--- config.mk ---
export PLATFORM = sky130hd
export DESIGN_NAME = wdog_pulse_train
export DESIGN_NICKNAME = d
export VERILOG_FILES = /design/src/rtl/wdog_pkg.sv /design/src/rtl/wdog_rst_sync.sv /design/src/rtl/wdog_kick_sync.sv /design/src/rtl/wdog_timeout.sv /design/src/rtl/wdog_pulse_gen.sv /design/src/rtl/wdog_pulse_train.sv
export SDC_FILE = /design/constraint.sdc
export NUM_CORES = 1
export LEC_CHECK = 0
export BUFFER_PORTS_ARGS = -buffer_cell sky130_fd_sc_hd__clkbuf_2
export CAP_MARGIN = 20
export CORE_UTILIZATION = 35
export CTS_CLUSTER_DIAMETER = 80
export DETAILED_ROUTE_END_ITERATION = 7
export SYNTH_ARGS = -nofsm -noshare
export SYNTH_HDL_FRONTEND = slang
export SYNTH_SLANG_ARGS = --single-unit
export TNS_END_PERCENT = 100
--- constraint.sdc ---
create_clock -name clk -period 1.6 [get_ports clk]
set_input_delay 0.16 -clock clk [delete_from_list [all_inputs] [get_ports clk]]
set_output_delay 0.16 -clock clk [all_outputs]
set_load 0.005 [all_outputs]
--- src/rtl/wdog_pkg.sv ---
package wdog_pkg;

  // Operating state of the watchdog
  typedef enum logic [1:0] {
    WD_ARMED    = 2'd0,  // watching kicks, output low
    WD_PULSE_HI = 2'd1,  // expired, high phase of the reset wave
    WD_PULSE_LO = 2'd2   // expired, low phase of the reset wave
  } wd_state_e;

  // Oscillator-cycle floor a reset pulse must exceed
  localparam int unsigned WD_MIN_RESET_CYC = 24;

endpackage

--- src/rtl/wdog_rst_sync.sv ---
module wdog_rst_sync #(
  parameter int unsigned STAGES = 2
) (
  input  logic clk,
  input  logic rst_n,
  output logic rst_sync_n
);

  logic [STAGES-1:0] chain_q;

  // Assert asynchronously, release after STAGES edges
  always_ff @(posedge clk or negedge rst_n) begin
    if (!rst_n) begin
      chain_q <= '0;
    end else begin
      chain_q <= {chain_q[STAGES-2:0], 1'b1};
    end
  end

  assign rst_sync_n = chain_q[STAGES-1];

endmodule

--- src/rtl/wdog_kick_sync.sv ---
module wdog_kick_sync #(
  parameter int unsigned SYNC_STAGES = 2
) (
  input  logic clk,
  input  logic rst_n,
  input  logic kick_i,
  output logic kick_evt_o
);

  localparam int unsigned WARM_MAX = SYNC_STAGES + 1;
  localparam int unsigned WARM_W   = $clog2(WARM_MAX + 1);

  logic [SYNC_STAGES-1:0] sync_q;
  logic [SYNC_STAGES-1:0] sync_d;
  logic                   prev_q;
  logic                   prev_d;

  generate
    if (SYNC_STAGES < 2) begin : g_bad_depth
      $error("wdog_kick_sync: SYNC_STAGES must be at least 2");
    end
  endgenerate

  always_comb begin
    sync_d = {sync_q[SYNC_STAGES-2:0], kick_i};
    prev_d = sync_q[SYNC_STAGES-1];
  end

  always_ff @(posedge clk or negedge rst_n) begin
    if (!rst_n) begin
      sync_q <= '0;
      prev_q <= 1'b0;
    end else begin
      sync_q <= sync_d;
      prev_q <= prev_d;
    end
  end

  // Either edge of the synchronized level is one kick
  assign kick_evt_o = sync_q[SYNC_STAGES-1] ^ prev_q;

  // Checker state: edges since reset, so history is never read from reset time
  logic [WARM_W-1:0] warm_q;
  always_ff @(posedge clk or negedge rst_n) begin
    if (!rst_n) begin
      warm_q <= '0;
    end else if (warm_q != WARM_W'(WARM_MAX)) begin
      warm_q <= warm_q + WARM_W'(1);
    end
  end

  // a kick event means the raw input changed exactly SYNC_STAGES samples back
  p_kick_latency_r3: assert property (@(posedge clk) disable iff (!rst_n)
    (warm_q == WARM_W'(WARM_MAX) && kick_evt_o) |->
      ($past(kick_i, SYNC_STAGES) != $past(kick_i, SYNC_STAGES + 1)));

endmodule

--- src/rtl/wdog_timeout.sv ---
module wdog_timeout #(
  parameter int unsigned TIMEOUT_CYC = 40
) (
  input  logic clk,
  input  logic rst_n,
  input  logic armed_i,
  input  logic kick_i,
  output logic expire_o
);

  localparam int unsigned CW = $clog2(TIMEOUT_CYC + 1);
  localparam logic [CW-1:0] LAST = CW'(TIMEOUT_CYC - 1);

  logic [CW-1:0] cnt_q;
  logic [CW-1:0] cnt_d;
  logic          cnt_en;
  logic          at_limit;

  always_comb begin
    at_limit = (cnt_q == LAST);
    expire_o = armed_i && !kick_i && at_limit;
    // Counter rests at zero outside the watching state
    cnt_en   = armed_i || (cnt_q != '0);
    if (!armed_i || kick_i || at_limit) begin
      cnt_d = '0;
    end else begin
      cnt_d = cnt_q + CW'(1);
    end
  end

  always_ff @(posedge clk or negedge rst_n) begin
    if (!rst_n) begin
      cnt_q <= '0;
    end else if (cnt_en) begin
      cnt_q <= cnt_d;
    end
  end

  // the quiet-cycle count never passes the timeout limit
  p_cnt_in_range_r4: assert property (@(posedge clk) disable iff (!rst_n)
    cnt_q <= LAST);

  // expiry is reached only from a count that was running while watching
  p_expire_from_armed_r4: assert property (@(posedge clk) disable iff (!rst_n)
    expire_o |=> (cnt_q == '0));

endmodule

--- src/rtl/wdog_pulse_gen.sv ---
module wdog_pulse_gen
  import wdog_pkg::*;
#(
  parameter int unsigned HIGH_CYC = 30,
  parameter int unsigned LOW_CYC  = 12
) (
  input  logic      clk,
  input  logic      rst_n,
  input  logic      expire_i,
  input  logic      kick_i,
  output wd_state_e state_o,
  output logic      pulse_o,
  output logic      lo_done_o
);

  localparam int unsigned PMAX = (HIGH_CYC > LOW_CYC) ? HIGH_CYC : LOW_CYC;
  localparam int unsigned PW   = $clog2(PMAX + 1);
  localparam logic [PW-1:0] HI_LAST = PW'(HIGH_CYC - 1);
  localparam logic [PW-1:0] LO_LAST = PW'(LOW_CYC - 1);

  wd_state_e     state_q, state_d;
  logic [PW-1:0] ph_q, ph_d;
  logic          ph_en;
  logic          pend_q, pend_d;
  logic          pulse_q, pulse_d;
  logic          hi_last, lo_last;

  always_comb begin
    hi_last = (ph_q == HI_LAST);
    lo_last = (ph_q == LO_LAST);
    state_d = state_q;
    ph_d    = ph_q;
    pend_d  = pend_q;
    unique case (state_q)
      WD_ARMED: begin
        if (expire_i) begin
          state_d = WD_PULSE_HI;   // wave always opens with its high phase
          ph_d    = '0;
        end
      end
      WD_PULSE_HI: begin
        if (hi_last) begin
          ph_d    = '0;
          state_d = (pend_q || kick_i) ? WD_ARMED : WD_PULSE_LO;
        end else begin
          ph_d = ph_q + PW'(1);
          if (kick_i) begin
            pend_d = 1'b1;         // remember, but let the pulse finish
          end
        end
      end
      WD_PULSE_LO: begin
        if (kick_i) begin
          state_d = WD_ARMED;      // low phase yields at once
          ph_d    = '0;
        end else if (lo_last) begin
          state_d = WD_PULSE_HI;
          ph_d    = '0;
        end else begin
          ph_d = ph_q + PW'(1);
        end
      end
      default: begin
        state_d = WD_ARMED;
        ph_d    = '0;
      end
    endcase
    if (state_d != WD_PULSE_HI) begin
      pend_d = 1'b0;
    end
    pulse_d = (state_d == WD_PULSE_HI);
    ph_en   = (state_q != WD_ARMED) || (ph_q != '0);
  end

  always_ff @(posedge clk or negedge rst_n) begin
    if (!rst_n) begin
      state_q <= WD_ARMED;
      pend_q  <= 1'b0;
      pulse_q <= 1'b0;
    end else begin
      state_q <= state_d;
      pend_q  <= pend_d;
      pulse_q <= pulse_d;
    end
  end

  always_ff @(posedge clk or negedge rst_n) begin
    if (!rst_n) begin
      ph_q <= '0;
    end else if (ph_en) begin
      ph_q <= ph_d;
    end
  end

  assign state_o   = state_q;
  assign pulse_o   = pulse_q;
  assign lo_done_o = (state_q == WD_PULSE_LO) && lo_last && !kick_i;

  // a kick inside the high phase never cuts the pulse short
  p_hi_holds_r7: assert property (@(posedge clk) disable iff (!rst_n)
    (state_q == WD_PULSE_HI && !hi_last) |=> (state_q == WD_PULSE_HI));

  // a kick in the low phase returns to watching on that edge
  p_lo_kick_stops_r6: assert property (@(posedge clk) disable iff (!rst_n)
    (state_q == WD_PULSE_LO && kick_i) |=> (state_q == WD_ARMED && !pulse_o));

  // a low phase runs to its end and hands over to a high phase
  p_lo_to_hi_r5: assert property (@(posedge clk) disable iff (!rst_n)
    lo_done_o |=> pulse_o);

endmodule

--- src/rtl/wdog_pulse_train.sv ---
module wdog_pulse_train
  import wdog_pkg::*;
#(
  parameter int unsigned TIMEOUT_CYC     = 40,
  parameter int unsigned HIGH_CYC        = 30,
  parameter int unsigned LOW_CYC         = 12,
  parameter int unsigned KICK_PERIOD_CYC = 10,
  parameter int unsigned SYNC_STAGES     = 2
) (
  input  logic clk,
  input  logic rst_n,
  input  logic kick_i,
  output logic wd_rst_o
);

  localparam int unsigned RUN_W = $clog2(HIGH_CYC + 2);

  // pulse width limits are fixed at elaboration
  generate
    if (HIGH_CYC <= WD_MIN_RESET_CYC) begin : g_hi_too_short
      $error("wdog_pulse_train: HIGH_CYC must exceed the reset floor");
    end
    if (HIGH_CYC <= 2 * KICK_PERIOD_CYC) begin : g_hi_below_kicks
      $error("wdog_pulse_train: HIGH_CYC must exceed two kick periods");
    end
    if (TIMEOUT_CYC <= KICK_PERIOD_CYC || LOW_CYC == 0) begin : g_bad_timing
      $error("wdog_pulse_train: timeout or low width out of range");
    end
  endgenerate

  logic      rst_int_n;
  logic      kick_evt;
  logic      expire;
  logic      lo_done;
  logic      armed;
  wd_state_e state;

  wdog_rst_sync #(
    .STAGES(2)
  ) u_rst_sync (
    .clk       (clk),
    .rst_n     (rst_n),
    .rst_sync_n(rst_int_n)
  );

  wdog_kick_sync #(
    .SYNC_STAGES(SYNC_STAGES)
  ) u_kick_sync (
    .clk       (clk),
    .rst_n     (rst_int_n),
    .kick_i    (kick_i),
    .kick_evt_o(kick_evt)
  );

  assign armed = (state == WD_ARMED);

  wdog_timeout #(
    .TIMEOUT_CYC(TIMEOUT_CYC)
  ) u_timeout (
    .clk     (clk),
    .rst_n   (rst_int_n),
    .armed_i (armed),
    .kick_i  (kick_evt),
    .expire_o(expire)
  );

  wdog_pulse_gen #(
    .HIGH_CYC(HIGH_CYC),
    .LOW_CYC (LOW_CYC)
  ) u_pulse_gen (
    .clk      (clk),
    .rst_n    (rst_int_n),
    .expire_i (expire),
    .kick_i   (kick_evt),
    .state_o  (state),
    .pulse_o  (wd_rst_o),
    .lo_done_o(lo_done)
  );

  // Checker state: length of the current high run on the output
  logic [RUN_W-1:0] hi_run_q;
  always_ff @(posedge clk or negedge rst_int_n) begin
    if (!rst_int_n) begin
      hi_run_q <= '0;
    end else if (!wd_rst_o) begin
      hi_run_q <= '0;
    end else if (hi_run_q != RUN_W'(HIGH_CYC + 1)) begin
      hi_run_q <= hi_run_q + RUN_W'(1);
    end
  end

  // every pulse lasts exactly HIGH_CYC cycles
  p_pulse_width_r5: assert property (@(posedge clk) disable iff (!rst_int_n)
    $fell(wd_rst_o) |-> (hi_run_q == RUN_W'(HIGH_CYC)));

  // a kick while the output is low keeps it low on the next cycle
  p_kick_keeps_low_r2: assert property (@(posedge clk) disable iff (!rst_int_n)
    (kick_evt && !wd_rst_o) |=> !wd_rst_o);

  // a pulse starts only after a timeout or at the end of a low phase
  p_rise_has_cause_r4: assert property (@(posedge clk) disable iff (!rst_int_n)
    $rose(wd_rst_o) |-> ($past(expire) || $past(lo_done)));

  // output is low whenever the internal reset is held
  always_comb begin
    if (!rst_int_n) begin
      a_low_in_reset_r1: assert (!wd_rst_o);
    end
  end

endmodule

---- Word-level counts from Yosys, hierarchy flattened ----
Cells that the tools add are included.
word-level totals
  ROM bits ................................ 0
  word-level logic and storage cells ...... 53
  flip-flop bits (word level) ............. 20
  bits in writable memories ............... 0
  memories ................................ 0
  bits in latches ......................... 0
  output and inout bits ................... 1
  input port bits ......................... 3
operators by class
  bitwise logic cells ..................... 1
  multiplexer cells ....................... 16
  $mul .................................... 0
  magnitude comparators ................... 0
  equal/unequal tests ..................... 9
  reductions and logical operators ........ 17
  shifts and indexed selects .............. 0
  div/mod/pow operators ................... 0
  $add $sub $neg .......................... 2
operator list
  cell                                                 count
  2-to-1 mux 5 bit                                     4
  case mux 5 bit (3 select lines)                      1
  2-to-1 mux 2 bit                                     5
  adder 6 x 1 -> 6 bit, second input constant          1
  equality test 6 bit, second input constant           1
  2-to-1 mux 6 bit                                     1
  case mux 2 bit (3 select lines)                      1
  nonzero test 2 bit                                   3
  nonzero test 6 bit                                   1
  adder 5 x 1 -> 5 bit, second input constant          1
  equality test 5 x 4 -> 1 bit, second input constant  1
  equality test 5 bit, second input constant           1
  logical OR 1 bit                                     5
  nonzero test 5 bit                                   1
  equality test 2 x 1 -> 1 bit, second input constant  2
  2-to-1 mux 1 bit                                     4
  != test 2 bit, second input constant                 2
  AND reduction 3 bit                                  1
  equality test 2 bit, second input constant           1
  logical AND 1 bit                                    2
  logical NOT 1 bit                                    2
  logical NOT 2 bit                                    1
  != test 2 x 1 -> 1 bit, second input constant        1
  AND reduction 2 bit                                  1
  bitwise XOR 1 bit                                    1

---- Longest topological paths before layout ----
  word-level depth ........................ 9
  depth in mapped cells ................... 6
  mapped depth without buffers ............ 6

---- Modules after synthesis ----
From an unflattened synthesis, not the netlist that was laid out.
unflattened totals
  cell total of the unflattened synthesis .. 102
  area total of the unflattened synthesis .. 1,053.5 um^2
modules (own cells, without submodules)
  module            times used  area an instance (um^2)  cells each  seq. area each (um^2)
  wdog_pulse_gen    1           591.8                    62          225.2
  wdog_timeout      1           320.3                    32          150.1
  wdog_kick_sync    1           83.8                     4           75.1
  wdog_rst_sync     1           53.8                     3           50.0
  wdog_pulse_train  1           3.8                      1           0.0

---- Worst setup path after synthesis ----
OpenSTA, ideal clock, no wires.
  kind .................................... reg2reg
  start point ............................. reg u_pulse_gen.ph_q[0]
  end point ............................... reg u_pulse_gen.ph_q[4]
  setup time .............................. 124 ps
  cell stages (with the launch flop) ...... 7
  data arrival time ....................... 1,626 ps
  setup slack ............................. -150 ps
  data required time ...................... 1,476 ps
  period minus slack after synthesis ...... 1,750 ps
  path buffers ............................ 0
  cell sequence ........................... dfrtp_1 > inv_1 > ha_1 > or4b_4 > a41oi_4 > nor4b_1 > a211o_1
on the way
  cells in the longest elaborated chain, start to end .. 4
  elaborated cells between the ends (all ways) .. 10
  classes of those cells .................. add/sub: 1; eq/ne: 2; mux: 4; reduce/logical: 3
RTL lines
  element                                                                      line                                                              RTL
  start: declaration                                                           wdog_pulse_gen.sv:22                                              logic [PW-1:0] ph_q, ph_d;
  start signal: assignment                                                     wdog_pulse_gen.sv:91                                              ph_q <= ph_d;
  adder 5 x 1 -> 5 bit / equality test 5 x 4 -> 1 bit (equally long branches)  wdog_pulse_gen.sv:46, wdog_pulse_gen.sv:60, wdog_pulse_gen.sv:30
  2-to-1 mux 5 bit                                                             wdog_pulse_gen.sv:56                                              end else if (lo_last) begin
  2-to-1 mux 5 bit                                                             wdog_pulse_gen.sv:53                                              if (kick_i) begin
  case mux 5 bit (3 select lines)                                              wdog_pulse_gen.sv:34                                              unique case (state_q)
Several ways; a longest one is shown, not always the timed one.
A chain may end at the register's enable or synchronous reset.

---- Worst setup path after layout ----
  start point ............................. reg u_pulse_gen.ph_q[0]
  end point ............................... reg u_pulse_gen.ph_q[2]
The elaborated chain is that of the path after synthesis.

==> results.yml <==
run_status:
  outcome: "complete, but fails checks"
  failed_checks: "setup timing"
setup_path:
  crit_start: "u_pulse_gen.ph_q[0]"
  cp_num_buf_inv: 1
  crit_chain: "inv_1 > ha_1 > or4b_4 > a41oi_4 > nand3b_4 > o311ai_2"
  slowest_stage: "or4b_4"
  path_delay_family: "simple AND/OR/NAND/NOR gates"
  max_stage_delay_ps: 470
  r2r_start: "u_pulse_gen.ph_q[0]"
  critPathCaptureType: "flop"
  worstSetupPathType: "reg -> reg"
  critPathMaxFanout: 4
  start_kind: "flop"
  crit_arrival_ps: 1900
  required_ps: 1810
  regToRegEndpoint: "u_pulse_gen.ph_q[2]"
  r2r_cells: 6
  rrSetupSlack_ps: -90
final_layout:
  multi_input_area_um2: 633
  fillers: 263
  n_antenna_cell: 0
  synthToLayoutAreaGrowth_pct: 34.1
  nets: 144
  final_area_mm2: 0.00146
  regArea_um2: 500
  drive_above_1_share_pct: 38.2
  layout.cells.non_filler: 162
timing:
  worst_clock_skew_ps: 1.40
  fin_crit_sh_pct: 105
  finalSetupViolCount: 7
  fmax_mhz: 593
  fin_ws_ps: -86.3
  rsz0062_at_grt: "yes"
  hold_viol: 0
  holdWs_ps: 128
  fin_crit_ps: 1690
  drv_slew: 0
power:
  finalPower_mw: 1.07
  ir_drop_mv: 0.502
  powerDensity_mw_per_mm2: 733
  p_leak_nw: 0.693
cts:
  cts_buffer_depth: 2
  htreeDepth: 1
  cts_tree: "done"
  cts-root-buf: "clkbuf_4"
  cts_buffers: 3
  insertion_delay_ps: 320
  clkTransAtPathRegs_ps: 130
  clkSinkCount: 20
worst_hold_path:
  hp-class: "in -> async"
placed_design:
  dp_cells: 154
  io_buffers: 3
  dpl.hpwl_um: 1610
  dpl_cell_area_mm2: 0.00129
  place_congestion: 0.777
yosys:
  yosys_warnings: 0
  synth_edf_count: 0
  synth.net_count: 113
  synth-seq-area-share_pct: 45.9
  postSynth.asyncResetShare_pct: 100
  synth_area_per_cell_um2: 10.8
  ys.flop_type: "dfrtp_1"
  synth_seq_cells: 20
  netlist_area_mm2: 0.00109
  netlist_instances: 101
  ys_types: 36
die:
  rows: 19
  dieArea_mm2: 0.00334
  core_mm2: 0.00285
  die_x_um: 57.8
  start_util_pct: 38.2
  dieHeight_um: 57.8
  io_pins: 4
drt:
  wirelength_um: 2330
  wl_per_cell_um: 14.4
  highest_layer: "met4"
  final_antenna_net_count: 0
  drc_errors: 0
  drt_iter0_drc: 11
  viasPerCell: 5.30
  wl_met3_um: 58
  met1_length_um: 1080
  drt_pre_antenna_iters: 3
  vias: 859
  met2WireLength_um: 1170
global_routing:
  antenna_found_initial: 0
  grt_pass1_wl_um: 4080
  grt_max_degree: 19
  grt_usage_pct: 15.9
  grt-ovfl-total: 0
  grt_pass1_vias: 894
flow_run:
  max-cap-violations: 0
[layout make-up]
type                    instances  share of cell area (%)
clock inverters                 1                    2.05
inverters                      12                    3.08
multi-input cells              69                    43.3
flip-flops and latches         20                    34.2
repair buffers                 26                    13.2
clock buffers                   3                    1.54
well taps                      31                    2.65
[through the flow]
step / setup TNS [ps] / utilization [%] / worst slack [ps]
floorplan: -555 / - / -137
global placement: -536 / 45.1 / -99.7
detailed placement: -819 / 45.1 / -142
CTS: -171 / 50.0 / -57.7
global route: -959 / 51.3 / -162
finish: -426 / 51.3 / -86.3
[power by group]
group / internal, mW / leakage, nW / switching (mW)
Sequential: 0.524 / 0.265 / 0.0158
Clock: 0.253 / 0.0279 / 0.184
Combinational: 0.0473 / 0.399 / 0.0485
Total: 0.824 / 0.693 / 0.248
[cells by family after synthesis]
family / share of synthesized area (%)
fa+ha+maj: 10.3
buf+inv: 4.13
simple gates: 20.2
xor+xnor: 4.70
other cells: 0.344
flops: 45.9
compound gates: 14.5
[per-layer routing]
metal / global-route usage (%) / up-vias
met5: 0 / -
met4: 3.06 / 0
met3: 4.02 / 4
met2: 27.6 / 8
met1: 20.2 / 427
li1: - / 420
[timing repair]
item / 4_1_cts / 5_1_grt
resized for setup: 13 / 5
endpoints found under the hold margin: 3 / 0
setup endpoints to repair: 10 / 10
gates cloned: 0 / 0
pin swaps: 6 / 4
setup buffers: 1 / 1
hold buffers: 2 / 0
[worst reg2reg max path, stage by stage, from the launching register on]
cell	delay, ps
dfrtp_1	420
inv_1	70
ha_1	140
or4b_4	470
a41oi_4	190
nand3b_4	210
o311ai_2	90
[flip-flops by register name (all words and copies together), names as in the netlist]
| signal | cells |
|---|---|
| u_kick_sync.prev_q | 1 |
| u_kick_sync.sync_q | 2 |
| u_pulse_gen.pend_q | 1 |
| u_pulse_gen.ph_q | 5 |
| u_pulse_gen.pulse_o | 1 |
| u_pulse_gen.state_o | 2 |
| u_rst_sync.chain_q | 2 |
| u_timeout.cnt_q | 6 |
[worst max-delay path by stage]
stage / endpoint / slack (ps) / cells after the start
6_report: u_pulse_gen.ph_q[2] / -90 / 6
5_1_grt: u_pulse_gen.ph_q[2] / -160 / 6
4_1_cts: u_pulse_gen.ph_q[4] / -60 / 6
3_5_place_dp: u_pulse_gen.ph_q[2] / -140 / 6
3_3_place_gp: u_pulse_gen.ph_q[4] / -100 / 6
2_1_floorplan: u_pulse_gen.ph_q[4] / -140 / 6
[layout by cell type (no fill, tap or decap), types with 2 or more instances in the layout]
master,n
buf_4,21
dfrtp_1,20
inv_1,11
nand2_1,7
ha_1,6
nand3_1,5
nor2_1,4
xor2_1,3
and2_1,3
nand2b_1,3
clkbuf_4,3
clkbuf_2,3
nand4_1,2
and3_1,2
nor3_1,2
or4b_4,2
o21ai_0,2
o21ai_2,2
ha_2,2
dlygate4sd3_1,2
[Yosys cell counts (all sizes together) (2+ instances only)]
| library cell | count | share of area [%] |
|---|---|---|
| and2 | 3 | 1.7 |
| inv | 12 | 4.1 |
| nand3 | 5 | 2.3 |
| ha | 9 | 10 |
| nor2 | 4 | 1.4 |
| nor3 | 3 | 1.4 |
| a211oi | 2 | 1.4 |
| nand2b | 3 | 1.7 |
| xor2 | 3 | 2.4 |
| and3 | 2 | 1.1 |
| nand4 | 2 | 1.1 |
| or4b | 2 | 2.2 |
| nand2 | 7 | 2.4 |
| nor4b | 2 | 1.6 |
| xnor2 | 2 | 2.3 |
| o21ai | 4 | 1.8 |
| dfrtp | 20 | 46 |
(Power assumes the default switching activity.)
